`config.mk`:
```
export PLATFORM = sky130hd
export DESIGN_NAME = lpm_clk_ctrl
export DESIGN_NICKNAME = d
export VERILOG_FILES = /design/src/rtl/lpm_pkg.sv /design/src/rtl/lpm_sync2.sv /design/src/rtl/lpm_wake_qual.sv /design/src/rtl/lpm_clk_ctrl.sv
export SDC_FILE = /design/constraint.sdc
export NUM_CORES = 1
export LEC_CHECK = 0
export BUFFER_PORTS_ARGS = -buffer_cell sky130_fd_sc_hd__buf_2
export CAP_MARGIN = 40
export CORE_MARGIN = 2
export CORE_UTILIZATION = 40
export CTS_BUF_LIST = sky130_fd_sc_hd__clkbuf_8 sky130_fd_sc_hd__clkbuf_16
export CTS_CLUSTER_DIAMETER = 200
export DETAILED_ROUTE_END_ITERATION = 10
export GPL_ROUTABILITY_DRIVEN = 0
export PLACE_DENSITY = 0.64
export RECOVER_POWER = 100
export SLEW_MARGIN = 20
export SYNTH_ARGS = -nofsm -noshare
export SYNTH_HDL_FRONTEND = slang
export SYNTH_HIERARCHICAL = 1
export SYNTH_SLANG_ARGS = --single-unit
export TNS_END_PERCENT = 1
```
`constraint.sdc`:
```
create_clock -name clk -period 5.56 [get_ports clk]
set_input_delay 0.834 -clock clk [delete_from_list [all_inputs] [get_ports clk]]
set_output_delay 0.834 -clock clk [all_outputs]
set_load 0.005 [all_outputs]
```
`src/rtl/lpm_pkg.sv`:
```
package lpm_pkg;

  typedef enum logic [2:0] {
    ST_RUN    = 3'd0,
    ST_FLUSH  = 3'd1,
    ST_STBY   = 3'd2,
    ST_HALT   = 3'd3,
    ST_LOCK   = 3'd4,
    ST_RESUME = 3'd5
  } lpm_state_e;

  // Drain length in cycles for each divider code.
  function automatic int unsigned flush_cycles(input logic [1:0] code);
    case (code)
      2'b11:   return 64;
      2'b10:   return 32;
      default: return 16;
    endcase
  endfunction

endpackage

```
`src/rtl/lpm_sync2.sv`:
```
module lpm_sync2 (
  input  logic clk,
  input  logic rst,
  input  logic d,
  output logic q
);
  logic meta;

  always_ff @(posedge clk) begin
    if (rst) begin
      meta <= 1'b0;
      q    <= 1'b0;
    end else begin
      meta <= d;
      q    <= meta;
    end
  end
endmodule

```
`src/rtl/lpm_wake_qual.sv`:
```
module lpm_wake_qual #(
  parameter int QW = 8
) (
  input  logic          clk,
  input  logic          rst,
  input  logic          arm,
  input  logic          lvl,
  input  logic [QW-1:0] thr,
  output logic          hit
);
  logic [QW-1:0] run_len;

  // Counts armed high cycles seen before the current one.
  always_ff @(posedge clk) begin
    if (rst || !arm || !lvl)
      run_len <= '0;
    else if (run_len != {QW{1'b1}})
      run_len <= run_len + 1'b1;
  end

  assign hit = arm && lvl && (run_len == thr - 1'b1);


  wake_width_chk: assert property (@(posedge clk) disable iff (rst)
    (hit && thr > 1) |-> ($past(lvl) && $past(arm)));
endmodule

```
`src/rtl/lpm_clk_ctrl.sv`:
```
module lpm_clk_ctrl
  import lpm_pkg::*;
#(
  parameter int CNT_W        = 12,
  parameter int OSC_START    = 8,
  parameter int STBY_WAKE_W  = 3,
  parameter int GUARD        = 5,
  parameter int CLKOUT_DLY   = 36,
  parameter int LOCK_TIMEOUT = 2000,
  parameter int FLASH_RESUME = 1125,
  parameter int RAM_RESUME   = 35
) (
  input  logic       clk,
  input  logic       rst,
  input  logic       idle_req,
  input  logic       mode_halt,
  input  logic [1:0] div_sel,
  input  logic       boot_flash,
  input  logic       wake_gpio,
  input  logic       wake_rstpin,
  input  logic       pll_lock,
  output logic       sys_clk_en,
  output logic       per_clk_en,
  output logic       pll_osc_en,
  output logic       clkout_en,
  output logic       wake_irq,
  output logic       resume
);
  localparam int NWAKE = 2;
  localparam int QW    = 8;
  localparam int SW    = 8;
  localparam logic [QW-1:0] THR_STBY   = QW'(STBY_WAKE_W);
  localparam logic [QW-1:0] THR_H_GPIO = QW'(OSC_START + 2);
  localparam logic [QW-1:0] THR_H_RST  = QW'(OSC_START + 8);
  localparam logic [SW-1:0] SINCE_MAX  = {SW{1'b1}};

  lpm_state_e     state;
  logic [CNT_W-1:0] cnt, flush_len_q, resume_len_q;
  logic [SW-1:0]  since;
  logic           halt_sel, wake_pend;

  logic [NWAKE-1:0] wake_raw, wake_sync, arm, hit;
  logic [QW-1:0]    thr [NWAKE];

  // Named internal events.
  logic lp_active, lp_armed, flush_done, lock_done, resume_done, wake_go;

  assign wake_raw = {wake_rstpin, wake_gpio};
  assign lp_active = (state == ST_FLUSH) || (state == ST_STBY) || (state == ST_HALT);
  assign lp_armed  = lp_active && (since >= SW'(GUARD));
  assign arm[0]    = lp_armed;
  assign arm[1]    = lp_armed && halt_sel;
  assign thr[0]    = halt_sel ? THR_H_GPIO : THR_STBY;
  assign thr[1]    = THR_H_RST;

  generate
    for (genvar i = 0; i < NWAKE; i++) begin : g_wake
      lpm_sync2 u_sync (
        .clk (clk), .rst (rst), .d (wake_raw[i]), .q (wake_sync[i])
      );
      lpm_wake_qual #(.QW(QW)) u_qual (
        .clk (clk), .rst (rst), .arm (arm[i]), .lvl (wake_sync[i]),
        .thr (thr[i]), .hit (hit[i])
      );
    end
  endgenerate

  assign wake_go     = (|hit) || wake_pend;
  assign flush_done  = (state == ST_FLUSH) && (cnt == flush_len_q - 1'b1);
  assign lock_done   = (state == ST_LOCK) &&
                       (pll_lock || (cnt == CNT_W'(LOCK_TIMEOUT - 1)));
  assign resume_done = (state == ST_RESUME) && (cnt == resume_len_q - 1'b1);

  always_ff @(posedge clk) begin
    if (rst) begin
      state        <= ST_RUN;
      cnt          <= '0;
      since        <= '0;
      halt_sel     <= 1'b0;
      wake_pend    <= 1'b0;
      flush_len_q  <= CNT_W'(16);
      resume_len_q <= CNT_W'(RAM_RESUME);
      wake_irq     <= 1'b0;
      resume       <= 1'b0;
    end else begin
      wake_irq  <= (state == ST_STBY) && wake_go;
      resume    <= resume_done;
      since     <= (state == ST_RUN) ? '0 :
                   (since == SINCE_MAX) ? since : since + 1'b1;
      wake_pend <= (state == ST_RUN) ? 1'b0 :
                   (wake_pend || ((state == ST_FLUSH) && (|hit)));
      case (state)
        ST_RUN: if (idle_req) begin
          state        <= ST_FLUSH;
          cnt          <= '0;
          halt_sel     <= mode_halt;
          flush_len_q  <= CNT_W'(flush_cycles(div_sel));
          resume_len_q <= boot_flash ? CNT_W'(FLASH_RESUME) : CNT_W'(RAM_RESUME);
        end
        ST_FLUSH: begin
          cnt <= cnt + 1'b1;
          if (flush_done) begin
            state <= halt_sel ? ST_HALT : ST_STBY;
            cnt   <= '0;
          end
        end
        ST_STBY: if (wake_go) state <= ST_RUN;
        ST_HALT: if (wake_go) begin
          state <= ST_LOCK;
          cnt   <= '0;
        end
        ST_LOCK: begin
          cnt <= cnt + 1'b1;
          if (lock_done) begin
            state <= ST_RESUME;
            cnt   <= '0;
          end
        end
        ST_RESUME: begin
          cnt <= cnt + 1'b1;
          if (resume_done) begin
            state <= ST_RUN;
            cnt   <= '0;
          end
        end
        default: state <= ST_RUN;
      endcase
    end
  end

  always_comb begin
    sys_clk_en = (state == ST_RUN) || (state == ST_FLUSH) || (state == ST_RESUME);
    per_clk_en = (state == ST_RUN) || (state == ST_FLUSH);
    pll_osc_en = (state != ST_HALT);
    if ((state == ST_RUN) || (state == ST_RESUME))
      clkout_en = 1'b1;
    else if (!halt_sel)
      clkout_en = sys_clk_en;
    else
      clkout_en = (since < SW'(CLKOUT_DLY));
  end


  flush_end_chk: assert property (@(posedge clk) disable iff (rst)
    $fell(sys_clk_en) |-> $past(flush_done));


  halt_off_chk: assert property (@(posedge clk) disable iff (rst)
    !pll_osc_en |-> (!sys_clk_en && !per_clk_en));


  guard_chk: assert property (@(posedge clk) disable iff (rst)
    $rose(wake_irq) |-> ($past(since) >= SW'(GUARD)));


  irq_chk: assert property (@(posedge clk) disable iff (rst)
    wake_irq |-> (sys_clk_en && per_clk_en && pll_osc_en));


  lock_hold_chk: assert property (@(posedge clk) disable iff (rst)
    (state == ST_LOCK && !lock_done) |=> (state == ST_LOCK && !sys_clk_en && pll_osc_en));


  resume_chk: assert property (@(posedge clk) disable iff (rst)
    resume |-> ($past(state) == ST_RESUME && state == ST_RUN));


  idle_ign_chk: assert property (@(posedge clk) disable iff (rst)
    (state != ST_RUN && state != ST_FLUSH && idle_req) |=> (state != ST_FLUSH));
endmodule

```
==> flow_summary_export.csv <==
group,metric,value,unit
pwr,cellPowerDensity,257,mW/mm^2
timing,rsz0062_at_grt,"false",
pwr,ir_drop,159,uV
setup_path,rr_worst_depth,15,
job,drv_cap,0,
timing,slew_headroom,24.6,%
setup_path,critPathCaptureType,"flip-flop",
timing,worstMarginPinSlew,1.10,ns
logic_synthesis,synth-edff-count,0,
setup_path,cp_slowest_stage_delay,0.85,ns
route,drt-pass1-iter-count,5,
timing,hold_viol,0,
worst_hold_path,min-delay-start,"g_wake[0].u_sync/meta",
cts,clock_latency,0.31,ns
cts,cts.sinks,52,
floorplan,die_h,93.9,um
layout,syn_to_final_growth,11.7,%
timing,final.setup.tns,0,ns
global_route,grt_pass1_vias,2598,
logic_synthesis,ys_top_cells_by_area,"dfxtp_1 (32%), xor2_1 (8.1%), nor2_1 (6.7%)",
pwr,finalPower,0.000930,W
cts,cts-resized-gates,0,
setup_path,crit_required,5.75,ns
layout,layout_commonest_cell,"nor2_1",
cts,htree_levels,2,
logic_synthesis,ys_types,52,
global_route,grt-ovfl-total,0,
logic_synthesis,synth_top_area_share,32.2,%
logic_synthesis,synth.avg_cell_area,8.01,sq um
run_status,status,"completed",
logic_synthesis,synth_seq_cells,52,
route,drc,0,
logic_synthesis,synth_ff_type,"dfxtp_1",
cts,path_clk_slew,0.10,ns
logic_synthesis,yosysTopAreaCell,"dfxtp_1",
route,first_iter_violations,76,
worst_hold_path,min_path_cells,1,
setup_path,path_delay_family,"compound AO/OA/AOI/OAI gates",
floorplan,die_area,0.00882,sq mm
layout,drive_above_1_share,7.66,%
cts,root_buffer,"clkbuf_8",
cts,cts_max_path_buffers,2,
setup_path,cp.buffers_inverters,2,
floorplan,initial_core_util,41.7,%
global_route,grt_pass1_wl,11.7,mm
timing,fin_skew,0.00754,ns
setup_path,r2r_slack,1.58,ns
floorplan,rows,32,
timing,finalCriticalPeriod,3.98,ns
route,viasPerCell,5.05,
cts,ctsHoldBuffers,0,
layout,final_nets,476,
worst_hold_path,holdPathEnd,"g_wake[0].u_sync/q",
timing,setup_viol,0,
route,wl,6.73,mm
timing,fin_ws,1.58,ns
timing,fin_crit_sh,71.6,%
placed_design,port_buffers,15,
worst_hold_path,hold_class,"reg -> reg",
layout,mostFrequentLayoutCells,"nor2_1 (58), dfxtp_1 (52), conb_1 (48), xor2_1 (30), nor3_1 (25)",
logic_synthesis,ys_warn_count,6,
global_route,grt_usage,16.4,%
pwr,leakage,1.41,nW
layout,multi_input_area,0.00219,sq mm
global_route,antenna_found_initial,0,
route,wl_per_cell,12.0,um
logic_synthesis,syn_inst,404,
setup_path,critical_path_class,"reg -> reg",
floorplan,io_pins,16,
cts,cts_tree,"built",
timing,fmax,251,MHz
cts,numCtsBuffers,5,
layout,final-seq-area,0.00104,sq mm
route,dr_total_vias,2822,
setup_path,worstPathCellList,"inv_1 -> ha_1 -> inv_1 -> o21ai_0 -> a311oi_1 -> and2_0 -> nand2_1 -> nor3_1 -> o211ai_1 -> a2111oi_0 -> nor3_1 -> o21ai_0 -> nand2_1 -> o31ai_4 -> nor2_1",
floorplan,die_w,93.9,um
timing,maxSlewViolCount,0,
logic_synthesis,yosysSeqAreaShare,32.2,%
setup_path,critPathLaunchType,"flip-flop",
logic_synthesis,syn_area,0.00324,sq mm
route,ant_nets,0,
setup_path,timing.rr.start,"since[0]",
cts,cts_setup_buffers,0,
setup_path,r2r-end,"cnt[4]",
layout,fill_cells,816,
placed_design,dp_slack,1.95,ns
setup_path,critical_path_arrival,4.17,ns
floorplan,core,0.00777,sq mm
setup_path,cp_slowest_cell,"o21ai_0",
placed_design,dpl.hpwl,5.05,mm
logic_synthesis,async_flop_share,0,%
setup_path,worstPathMaxFanout,11,
layout,n_antenna_cell,0,
global_route,grt_max_degree,20,
==> state kept, by name, summed over array words and instances, names as in the netlist <==
register	cells
state	3
wake_irq	1
resume_len_q	2
halt_sel	1
wake_pend	1
since	8
g_wake.u_sync/q	2
resume	1
g_wake.u_qual/run_len	16
cnt	12
flush_len_q	3
g_wake.u_sync/meta	2
==> worst reg2reg max path: cells and delay by family, from the launching register on <==
kind                     cells  cell delay (ns)
buffers and inverters        2             0.10
AND/OR/NAND/NOR              6             1.02
flip-flops                   1             0.41
adder cells (fa/ha/maj)      1             0.19
AO/OA/AOI/OAI                6             2.15
==> Yosys cell counts (all sizes together), types with 3 or more instances <==
cell type  number
a2111oi         3
a21oi          20
a31oi           5
and2            3
and3           10
and4            4
buf             5
clkbuf         12
dfxtp          52
ha             10
inv            19
nand2          23
nand2b          6
nand3          17
nand4          16
nor2           58
nor2b           8
nor3           27
nor3b           4
o2111ai         4
o211ai          3
o21ai          14
o31a            3
o31ai           5
or2             7
xnor2           9
xor2           30
==> report_power, final <==
group / switching (W) / leakage (nW) / internal, W
clock network: 0.000128 / 0.0593 / 0.000132
logic: 0.000146 / 0.933 / 0.0000935
registers: 0.0000367 / 0.421 / 0.000394
total: 0.000311 / 1.41 / 0.000619
==> metal layers <==
metal,routed length [um],vias to the layer above,track usage (%)
met4,95,0,5.56
met1,3330,1286,21.1
met3,167,9,2.33
li1,-,1488,-
met5,0,-,0
met2,3140,39,27.9
==> cell families after synthesis <==
family | Yosys count | synth area share, %
XOR/XNOR | 41 | 11.9
AND/OR/NAND/NOR | 191 | 30.3
flip-flops | 52 | 32.2
other | 2 | 0.232
multiplexers | 1 | 0.309
AO/OA/AOI/OAI | 71 | 16.6
adder cells (fa/ha/maj) | 10 | 3.87
buffers and inverters | 36 | 4.56
==> per-stage QoR <==
step / cells / util, % / area, sq um / hold slack [ns]
detailed placement: 551 / 45.6 / 3540 / 0.444
finish: 559 / 46.5 / 3610 / 0.463
floorplan: 450 / - / 3410 / 0.414
global placement: 550 / 45.5 / 3530 / 0.444
CTS: 559 / 47.0 / 3650 / 0.465
global route: 559 / 46.5 / 3610 / 0.479
==> worst max path at each step <==
| stage | startpoint | end | slack (ns) | cells past startpoint |
|---|---|---|---|---|
| floorplan | state[1] | cnt[8] | 2.81 | 14 |
| global placement | since[0] | cnt[4] | 2.07 | 15 |
| detailed placement | since[0] | cnt[4] | 1.95 | 15 |
| CTS | since[0] | cnt[4] | 1.94 | 15 |
| global route | since[0] | cnt[4] | 0.98 | 15 |
| finish | since[0] | cnt[4] | 1.58 | 15 |
==> layout make-up <==
class                      instances  share of cell area, %
clock inverter                     3                   1.07
inverter                          19                   1.97
timing repair buffer              16                   2.18
tap                              102                   3.53
clock buffer                       5                   1.90
multi-input combinational        362                   60.5
sequential                        52                   28.8
Power figures use the tool's default switching activity.
